[src/rtl/stack_pkg.sv]
package stack_pkg;

  typedef enum logic [2:0] {
    OP_PUSH = 3'd0,
    OP_POP  = 3'd1,
    OP_CALL = 3'd2,
    OP_RET  = 3'd3,
    OP_INT  = 3'd4,
    OP_IRET = 3'd5,
    OP_RSP  = 3'd6,
    OP_LOAD = 3'd7
  } stackOp_e;

  typedef enum logic [2:0] {
    SEL_PCL  = 3'd0,
    SEL_PCH  = 3'd1,
    SEL_X    = 3'd2,
    SEL_A    = 3'd3,
    SEL_CC   = 3'd4,
    SEL_DATA = 3'd5,
    SEL_IDLE = 3'd7
  } byteSel_e;

  // strobes from control to datapath
  typedef struct packed {
    logic push;
    logic pop;
    logic rst;
    logic load;
  } spStrobe_t;

  localparam int SINGLE_FRAME = 1;
  localparam int CALL_FRAME   = 2;
  localparam int INT_FRAME    = 5;
  localparam int STEP_W       = 3;

endpackage

[src/rtl/stack_ctrl.sv]
module stack_ctrl
  import stack_pkg::*;
(
  input  logic       clk,
  input  logic       rstN,
  input  logic       reqValid,
  input  logic [2:0] reqOp,
  output spStrobe_t  strobe,
  output logic [2:0] byteSel,
  output logic       busy
);

  logic             active;
  stackOp_e         curOp;
  logic [STEP_W-1:0] stepIdx;
  logic [STEP_W-1:0] lastIdx;
  logic             take;

  function automatic stackOp_e toOp(input logic [2:0] code);
    return stackOp_e'(code);
  endfunction

  function automatic logic [STEP_W-1:0] frameLast(input stackOp_e op);
    case (op)
      OP_CALL, OP_RET:  return STEP_W'(CALL_FRAME - 1);
      OP_INT, OP_IRET:  return STEP_W'(INT_FRAME - 1);
      default:          return STEP_W'(SINGLE_FRAME - 1);
    endcase
  endfunction

  // interrupt entry order; other frames are derived from it
  function automatic byteSel_e intOrder(input logic [STEP_W-1:0] idx);
    case (idx)
      3'd0:    return SEL_PCL;
      3'd1:    return SEL_PCH;
      3'd2:    return SEL_X;
      3'd3:    return SEL_A;
      default: return SEL_CC;
    endcase
  endfunction

  function automatic byteSel_e selFor(input stackOp_e op, input logic [STEP_W-1:0] idx);
    case (op)
      OP_CALL: return intOrder(idx);
      OP_RET:  return intOrder(STEP_W'(CALL_FRAME - 1) - idx);
      OP_INT:  return intOrder(idx);
      OP_IRET: return intOrder(STEP_W'(INT_FRAME - 1) - idx);
      default: return SEL_DATA;
    endcase
  endfunction

  function automatic logic isPushOp(input stackOp_e op);
    return (op == OP_PUSH) || (op == OP_CALL) || (op == OP_INT);
  endfunction

  assign take    = reqValid && !active;
  assign lastIdx = frameLast(curOp);

  always_ff @(posedge clk) begin
    if (!rstN) begin
      active  <= 1'b0;
      curOp   <= OP_PUSH;
      stepIdx <= '0;
    end else if (active) begin
      if (stepIdx == lastIdx) begin
        active  <= 1'b0;
        stepIdx <= '0;
      end else begin
        stepIdx <= stepIdx + 1'b1;
      end
    end else if (take && toOp(reqOp) != OP_RSP && toOp(reqOp) != OP_LOAD) begin
      active  <= 1'b1;
      curOp   <= toOp(reqOp);
      stepIdx <= '0;
    end
  end

  always_comb begin
    strobe.push = active && isPushOp(curOp);
    strobe.pop  = active && !isPushOp(curOp);
    strobe.rst  = take && (toOp(reqOp) == OP_RSP);
    strobe.load = take && (toOp(reqOp) == OP_LOAD);
    byteSel     = active ? selFor(curOp, stepIdx) : SEL_IDLE;
  end

  assign busy = active;

endmodule

[src/rtl/stack_dp.sv]
module stack_dp
  import stack_pkg::*;
#(
  parameter int ADDR_W = 16,
  parameter int PTR_W  = 7,
  parameter int WORD_W = 8,
  parameter logic [ADDR_W-1:0] BASE = 16'h0100
) (
  input  logic              clk,
  input  logic              rstN,
  input  spStrobe_t         strobe,
  input  logic [WORD_W-1:0] loadData,
  output logic [ADDR_W-1:0] memAddr,
  output logic [ADDR_W-1:0] sp
);

  localparam int HI_W = ADDR_W - PTR_W;
  localparam logic [HI_W-1:0]  HI_BITS = BASE[ADDR_W-1:PTR_W];
  localparam logic [PTR_W-1:0] TOP     = '1;

  logic [PTR_W-1:0] spLow;
  logic [PTR_W-1:0] spUp;
  logic             unusedHighBits;

  // bits above the live field cannot reach the pointer
  assign unusedHighBits = ^loadData[WORD_W-1:PTR_W];

  assign spUp = spLow + 1'b1;

  always_ff @(posedge clk) begin
    if (!rstN)            spLow <= TOP;
    else if (strobe.rst)  spLow <= TOP;
    else if (strobe.load) spLow <= loadData[PTR_W-1:0];
    else if (strobe.push) spLow <= spLow - 1'b1;
    else if (strobe.pop)  spLow <= spUp;
  end

  assign sp      = {HI_BITS, spLow};
  assign memAddr = strobe.pop ? {HI_BITS, spUp} : {HI_BITS, spLow};

endmodule

[src/rtl/stack_ptr_unit.sv]
module stack_ptr_unit
  import stack_pkg::*;
#(
  parameter int ADDR_W = 16,
  parameter int PTR_W  = 7,
  parameter int WORD_W = 8
) (
  input  logic              clk,
  input  logic              rstN,
  input  logic              reqValid,
  input  logic [2:0]        reqOp,
  input  logic [WORD_W-1:0] loadData,
  output logic [ADDR_W-1:0] memAddr,
  output logic              memWe,
  output logic              memRe,
  output logic [2:0]        byteSel,
  output logic              busy,
  output logic [ADDR_W-1:0] sp
);

  spStrobe_t strobe;

  stack_ctrl u_ctrl (
    .clk      (clk),
    .rstN     (rstN),
    .reqValid (reqValid),
    .reqOp    (reqOp),
    .strobe   (strobe),
    .byteSel  (byteSel),
    .busy     (busy)
  );

  stack_dp #(
    .ADDR_W (ADDR_W),
    .PTR_W  (PTR_W),
    .WORD_W (WORD_W)
  ) u_dp (
    .clk      (clk),
    .rstN     (rstN),
    .strobe   (strobe),
    .loadData (loadData),
    .memAddr  (memAddr),
    .sp       (sp)
  );

  assign memWe = strobe.push;
  assign memRe = strobe.pop;

endmodule

[config.mk]
export PLATFORM = sky130hd
export DESIGN_NAME = stack_ptr_unit
export DESIGN_NICKNAME = d
export VERILOG_FILES = /design/src/rtl/stack_pkg.sv /design/src/rtl/stack_ctrl.sv /design/src/rtl/stack_dp.sv /design/src/rtl/stack_ptr_unit.sv
export SDC_FILE = /design/constraint.sdc
export NUM_CORES = 1
export LEC_CHECK = 0
export ABC_AREA = 1
export BUFFER_PORTS_ARGS = -buffer_cell sky130_fd_sc_hd__clkbuf_2
export CAP_MARGIN = 20
export CORE_MARGIN = 2
export CORE_UTILIZATION = 54
export CTS_BUF_LIST = sky130_fd_sc_hd__clkbuf_16
export DETAILED_ROUTE_END_ITERATION = 8
export HOLD_SLACK_MARGIN = 0.15
export PLACE_DENSITY = 0.91
export SKIP_CTS_REPAIR_TIMING = 1
export SLEW_MARGIN = 30
export SYNTH_ARGS = -nofsm -noshare
export SYNTH_HDL_FRONTEND = slang
export SYNTH_SLANG_ARGS = --single-unit
[constraint.sdc]
create_clock -name clk -period 2.6 [get_ports clk]
set_input_delay 0.13 -clock clk [delete_from_list [all_inputs] [get_ports clk]]
set_output_delay 0.13 -clock clk [all_outputs]
set_load 0.01 [all_outputs]
# Word level (Yosys, flattened, before mapping)
# Index checks and enable logic that the tools add are counted.
classes:
  bitwise_logic: 2
  n_addsub: 5
  muxes: 16
  eq_ne: 18
  reduce_logical: 22
op_table:
  columns: ["op", "n"]
  rows:
  - ["$pmux 3 s4", 3]
  - ["$mux 7", 4]
  - ["$eq 3x2->1 const B", 8]
  - ["$eq 3x3->1 const B", 4]
  - ["$logic_not 3->1", 4]
  - ["$mux 3", 4]
  - ["$eq 3x1->1 const B", 3]
  - ["$pmux 3 s3", 1]
  - ["$reduce_or 2->1", 4]
  - ["$add 7x1->7 const B", 1]
  - ["$logic_and 1x1->1", 7]
  - ["$sub 7x1->7 const B", 1]
  - ["$ne 3x3->1 const B", 2]
  - ["$pmux 3 s2", 1]
  - ["$add 3x1->3 const B", 1]
  - ["$eq 3x3->1", 1]
  - ["$mux 1", 3]
  - ["$reduce_bool 3->1", 1]
  - ["$sub 1x3->3 const A", 1]
  - ["$sub 3x3->3 const A", 1]
  - ["$logic_not 1->1", 2]
  - ["$logic_or 1x1->1", 2]
  - ["$not 1->1", 2]
  - ["$reduce_and 2->1", 1]
  - ["$reduce_bool 2->1", 1]
word_totals:
  out_inout_bits: 38
  reg_bits: 14
  wordCells: 67

# Depth between registers and ports, before layout
depth:
  word_depth: 8
  mapped_depth: 9

# By module
# A second synthesis with hierarchy kept.
hier_totals:
  hier_cells: 245
  area_unflattened_um2: 1507.7
modules_own_cells:
  columns: ["module", "area_per_inst_um2", "seq_area_each_um2", "n_inst", "cells_each"]
  rows:
  - ["stack_dp", 867.1, 140.1, 1, 148]
  - ["stack_ctrl", 640.6, 140.1, 1, 97]

# Least setup slack after synthesis
# OpenSTA, ideal clock, no wires.
synth_path:
  kind: "register to output"
  startpoint: "reg u_ctrl.stepIdx[0]"
  endpoint: "out byteSel[2]"
  n_path_buf: 0
  arrival_ns: 1.408
  required_time_ns: 2.470
  path_stages_with_launch: 7
  path_slack_ns: 1.062
  path_cell_list: "dfxtp_1 inv_1 ha_1 or2_2 o31ai_1 nand2_1 nand3_1"
synth_via:
  elab_chain_cells: 5
  word_cells_on_any_way: 19
  classes_between: "add/sub (2); eq/ne (9); mux (5); reduce/logical (3)"
synth_rtl:
  columns: ["element", "line_no", "text"]
  rows:
  - ["from (decl)", "stack_ctrl.sv:15", "logic [STEP_W-1:0] stepIdx;"]
  - ["from (signal assigned)", "stack_ctrl.sv:69", "stepIdx <= stepIdx + 1'b1;"]
  - ["$sub 3x3->3 or $sub 1x3->3 (tied branches)", "stack_ctrl.sv:47, stack_ctrl.sv:45", null]
  - ["$eq 3x2->1, or another cell as far along", "stack_ctrl.sv:33", "case (idx)"]
  - ["$pmux 3 s4", "stack_ctrl.sv:33", null]
  - ["$pmux 3 s3 (*)", "stack_ctrl.sv:43", "case (op)"]
  - ["$mux 3 (*)", "stack_ctrl.sv:83", "byteSel = active ? selFor(curOp, stepIdx) : SEL_IDLE;"]
  - ["to (decl)", "stack_ptr_unit.sv:16", "output logic [2:0] byteSel,"]
# Mark *: on every way between the ends. The rest lies on a longest branch, timed or not.

# Worst setup path in the final report
# Ends and elaborated chain as after synthesis.

==> impl_metrics.env <==
export IMPL_status="finished clean"
export IMPL_cpMaxStageDelayCell="dfxtp_1"
export IMPL_max_cap_violations=0
export IMPL_ys_ff_latch=14
export IMPL_grt_start_max_net_pins=15
export IMPL_gr_total_overflow=0
export IMPL_layout_drive_gt1_share_pct=19.7
export IMPL_cpPeakStageDelay_ns=0.46
export IMPL_synth_area_um2=1490
export IMPL_netlist_top_cells_area="dfxtp_1, nand2_1, buf_4, ha_1, inv_1"
export IMPL_fin_worst_skew_ns=0.00559
export IMPL_cts_sinks=14
export IMPL_start_util_pct=55.4
export IMPL_wl_per_cell_um=11.4
export IMPL_first_pass_iters=4
export IMPL_ys_warn_count=0
export IMPL_tns_ns=0
export IMPL_powerDensity_nw_per_um2=512
export IMPL_stdcell_count=290
export IMPL_startpoint_type="register"
export IMPL_drc=0
export IMPL_fmax_ghz=0.479
export IMPL_power_mw=0.850
export IMPL_wl_mm=3.32
export IMPL_critPathRequiredTime_ns=2.47
export IMPL_cts_buffers=3
export IMPL_grt_usage_pct=22.0
export IMPL_drtIter0Drc=59
export IMPL_timing_final_crit_share_pct=80.4
export IMPL_cts_tree="yes"
export IMPL_met2_usage_pct=38.0
export IMPL_syn_avg_cell_area_um2=6.50
export IMPL_n_antenna_cell=0
export IMPL_r2r_slack_ns=1.04
export IMPL_synth_area_leader_cell="dfxtp_1"
export IMPL_layout_min_cycle_time_ns=2.09
export IMPL_grt_pass1_vias=1302
export IMPL_cp_max_fo=7
export IMPL_hold_path_class="primary input to register"
export IMPL_cp_arrival_ns=1.96
export IMPL_ys_types=31
export IMPL_busiest_layer="met2"
export IMPL_fp_dieW_um=56.5
export IMPL_vdd_drop_max_mv=0.421
export IMPL_maxSlewHeadroom_pct=54.8
export IMPL_antenna_left=0
export IMPL_vias=1467
export IMPL_setup_viol=0
export IMPL_ys_seq_area_share_pct=18.8
export IMPL_path_clk_slew_ns=0.05
export IMPL_crit_type="register to output port"
export IMPL_grt_pass1_wl_mm=5.67
export IMPL_cp_cell_sequence="inv_1, ha_1, or2_2, o31ai_1, nand2_1, nand3_1, clkbuf_2"
export IMPL_synth_edff_count=0
export IMPL_htree_levels=1
export IMPL_max_slew_worst_pin_slew_ns=0.677
export IMPL_leakagePower_nw=0.873
export IMPL_dp_hpwl_mm=2.58
export IMPL_fillCellCount=247
export IMPL_final_max_slew_viol_count=0
export IMPL_hold_viol_final=0
export IMPL_clockBufferDepth=2
export IMPL_std_cell_rows=19
export IMPL_io_buffers=32
export IMPL_netlist_instances=229
export IMPL_placedCellCount=286
export IMPL_use_met1_pct=28.0
export IMPL_grt_use_met3_pct=2.53
export IMPL_ios=52
export IMPL_ys_flop_type="dfxtp_1"
export IMPL_nNetsFinal=285
export IMPL_viasPerCell=5.06
export IMPL_antenna_found_initial=0
export IMPL_clk_insertion_delay_late_ns=0.25
export IMPL_die_h_um=56.5
export IMPL_gp_congestion=0.897
export IMPL_grt_setup_unrepaired="no"
export IMPL_die_area_um2=3190
export IMPL_syn_to_final_growth_pct=11.5
export IMPL_cts_root_buf="clkbuf_16"
export IMPL_async_flop_share_pct=0
export IMPL_core_um2=2690
export IMPL_crit_path_end_kind="output port"
export IMPL_synth_top_cell_area_share_pct=18.8
area by class of cell:
class                           count  area, um^2  share of cell area (%)
Multi-Input combinational cell    178         977                    58.9
Sequential cell                    14         280                    16.9
Timing Repair Buffer               32         160                    9.65
Inverter                           31         124                    7.47
Clock buffer                        3        75.1                    4.52
Tap cell                           31        38.8                    2.34
Clock inverter                      1        3.75                   0.226
synthesized netlist by cell type (2+ instances only):
cell type / n
conb_1: 2
buf_4: 20
dfxtp_1: 14
o21ai_0: 16
ha_1: 11
nand2_4: 2
inv_2: 3
xor2_1: 5
a211oi_1: 2
a21oi_1: 18
nand2_1: 44
nor2_1: 21
nor2_4: 2
nand2_2: 3
nand3_1: 20
nand4_1: 5
inv_1: 27
where the power goes:
group	internal (mW)	switching (mW)
Sequential	0.234	0.0381
Clock	0.204	0.0991
Combinational	0.104	0.172
Total	0.541	0.309
state kept, by name, summed over array words and instances, names as in the netlist:
register and flops:
u_ctrl.curOp 3, u_dp.spLow 7, u_ctrl.stepIdx 3, u_ctrl.busy 1
placed cells by master (no fill, tap or decap):
cell | synthesis | final
nand2_1 | 44 | 44
clkbuf_2 | 0 | 32
inv_1 | 27 | 27
nor2_1 | 21 | 21
nand3_1 | 20 | 20
a21oi_1 | 18 | 18
conb_1 | 2 | 18
o21ai_0 | 16 | 16
dfxtp_1 | 14 | 14
ha_1 | 11 | 11
xor2_1 | 5 | 5
nand4_1 | 5 | 5
nand2_2 | 3 | 3
inv_2 | 3 | 3
clkbuf_16 | 0 | 3
nor2_4 | 2 | 2
nand2_4 | 2 | 2
a211oi_1 | 2 | 2
inv_8 | 1 | 1
a21oi_4 | 1 | 1
or2_2 | 1 | 1
o2111ai_1 | 1 | 1
o22ai_1 | 1 | 1
xnor2_1 | 1 | 1
o31ai_1 | 1 | 1
nand3_4 | 1 | 1
or2_0 | 1 | 1
nand3_2 | 1 | 1
o211ai_1 | 1 | 1
a21oi_2 | 1 | 1
clkinv_1 | 0 | 1
per-stage QoR:
step	hold WS (ns)	util, %	area, um^2	worst slack, ns
2_1_floorplan	0.268	-	1550	1.06
3_3_place_gp	0.368	58.8	1580	0.801
3_5_place_dp	0.387	58.8	1580	0.781
4_1_cts	0.148	61.8	1660	0.502
5_1_grt	0.153	61.8	1660	0.362
6_report	0.138	61.8	1660	0.511
per-layer routing:
metal	share of wire, %	vias to the layer above
met3	6.2	7
met4	1.7	0
met5	0	-
li1	-	765
met1	45	635
met2	47	60
path summary, 6_finish.rpt:
check / start / cells past startpoint / end
max: u_ctrl.stepIdx[0]$_SDFFE_PN0P_ / 7 / byteSel[2]
min: loadData[0] / 3 / u_dp.spLow[0]$_SDFFE_PP1P_
min reg2reg: u_ctrl.stepIdx[2]$_SDFFE_PN0P_ / 2 / u_ctrl.stepIdx[2]$_SDFFE_PN0P_
max reg2reg: u_ctrl.busy$_SDFF_PN0_ / 7 / u_dp.spLow[3]$_SDFFE_PP1P_
critical path, delay by kind of cell (launching register included):
family | cells | cell delay [ns]
compound gates | 1 | 0.24
fa+ha+maj | 1 | 0.27
buf+inv | 2 | 0.30
flops | 1 | 0.46
simple gates | 3 | 0.45
cell families after synthesis:
| group | share of synthesized area (%) |
|---|---|
| other cells | 0.505 |
| simple gates | 32.2 |
| fa+ha+maj | 9.25 |
| compound gates | 16.1 |
| xor+xnor | 3.53 |
| flops | 18.8 |
| buf+inv | 19.5 |
Power figures use the tool's default switching activity.
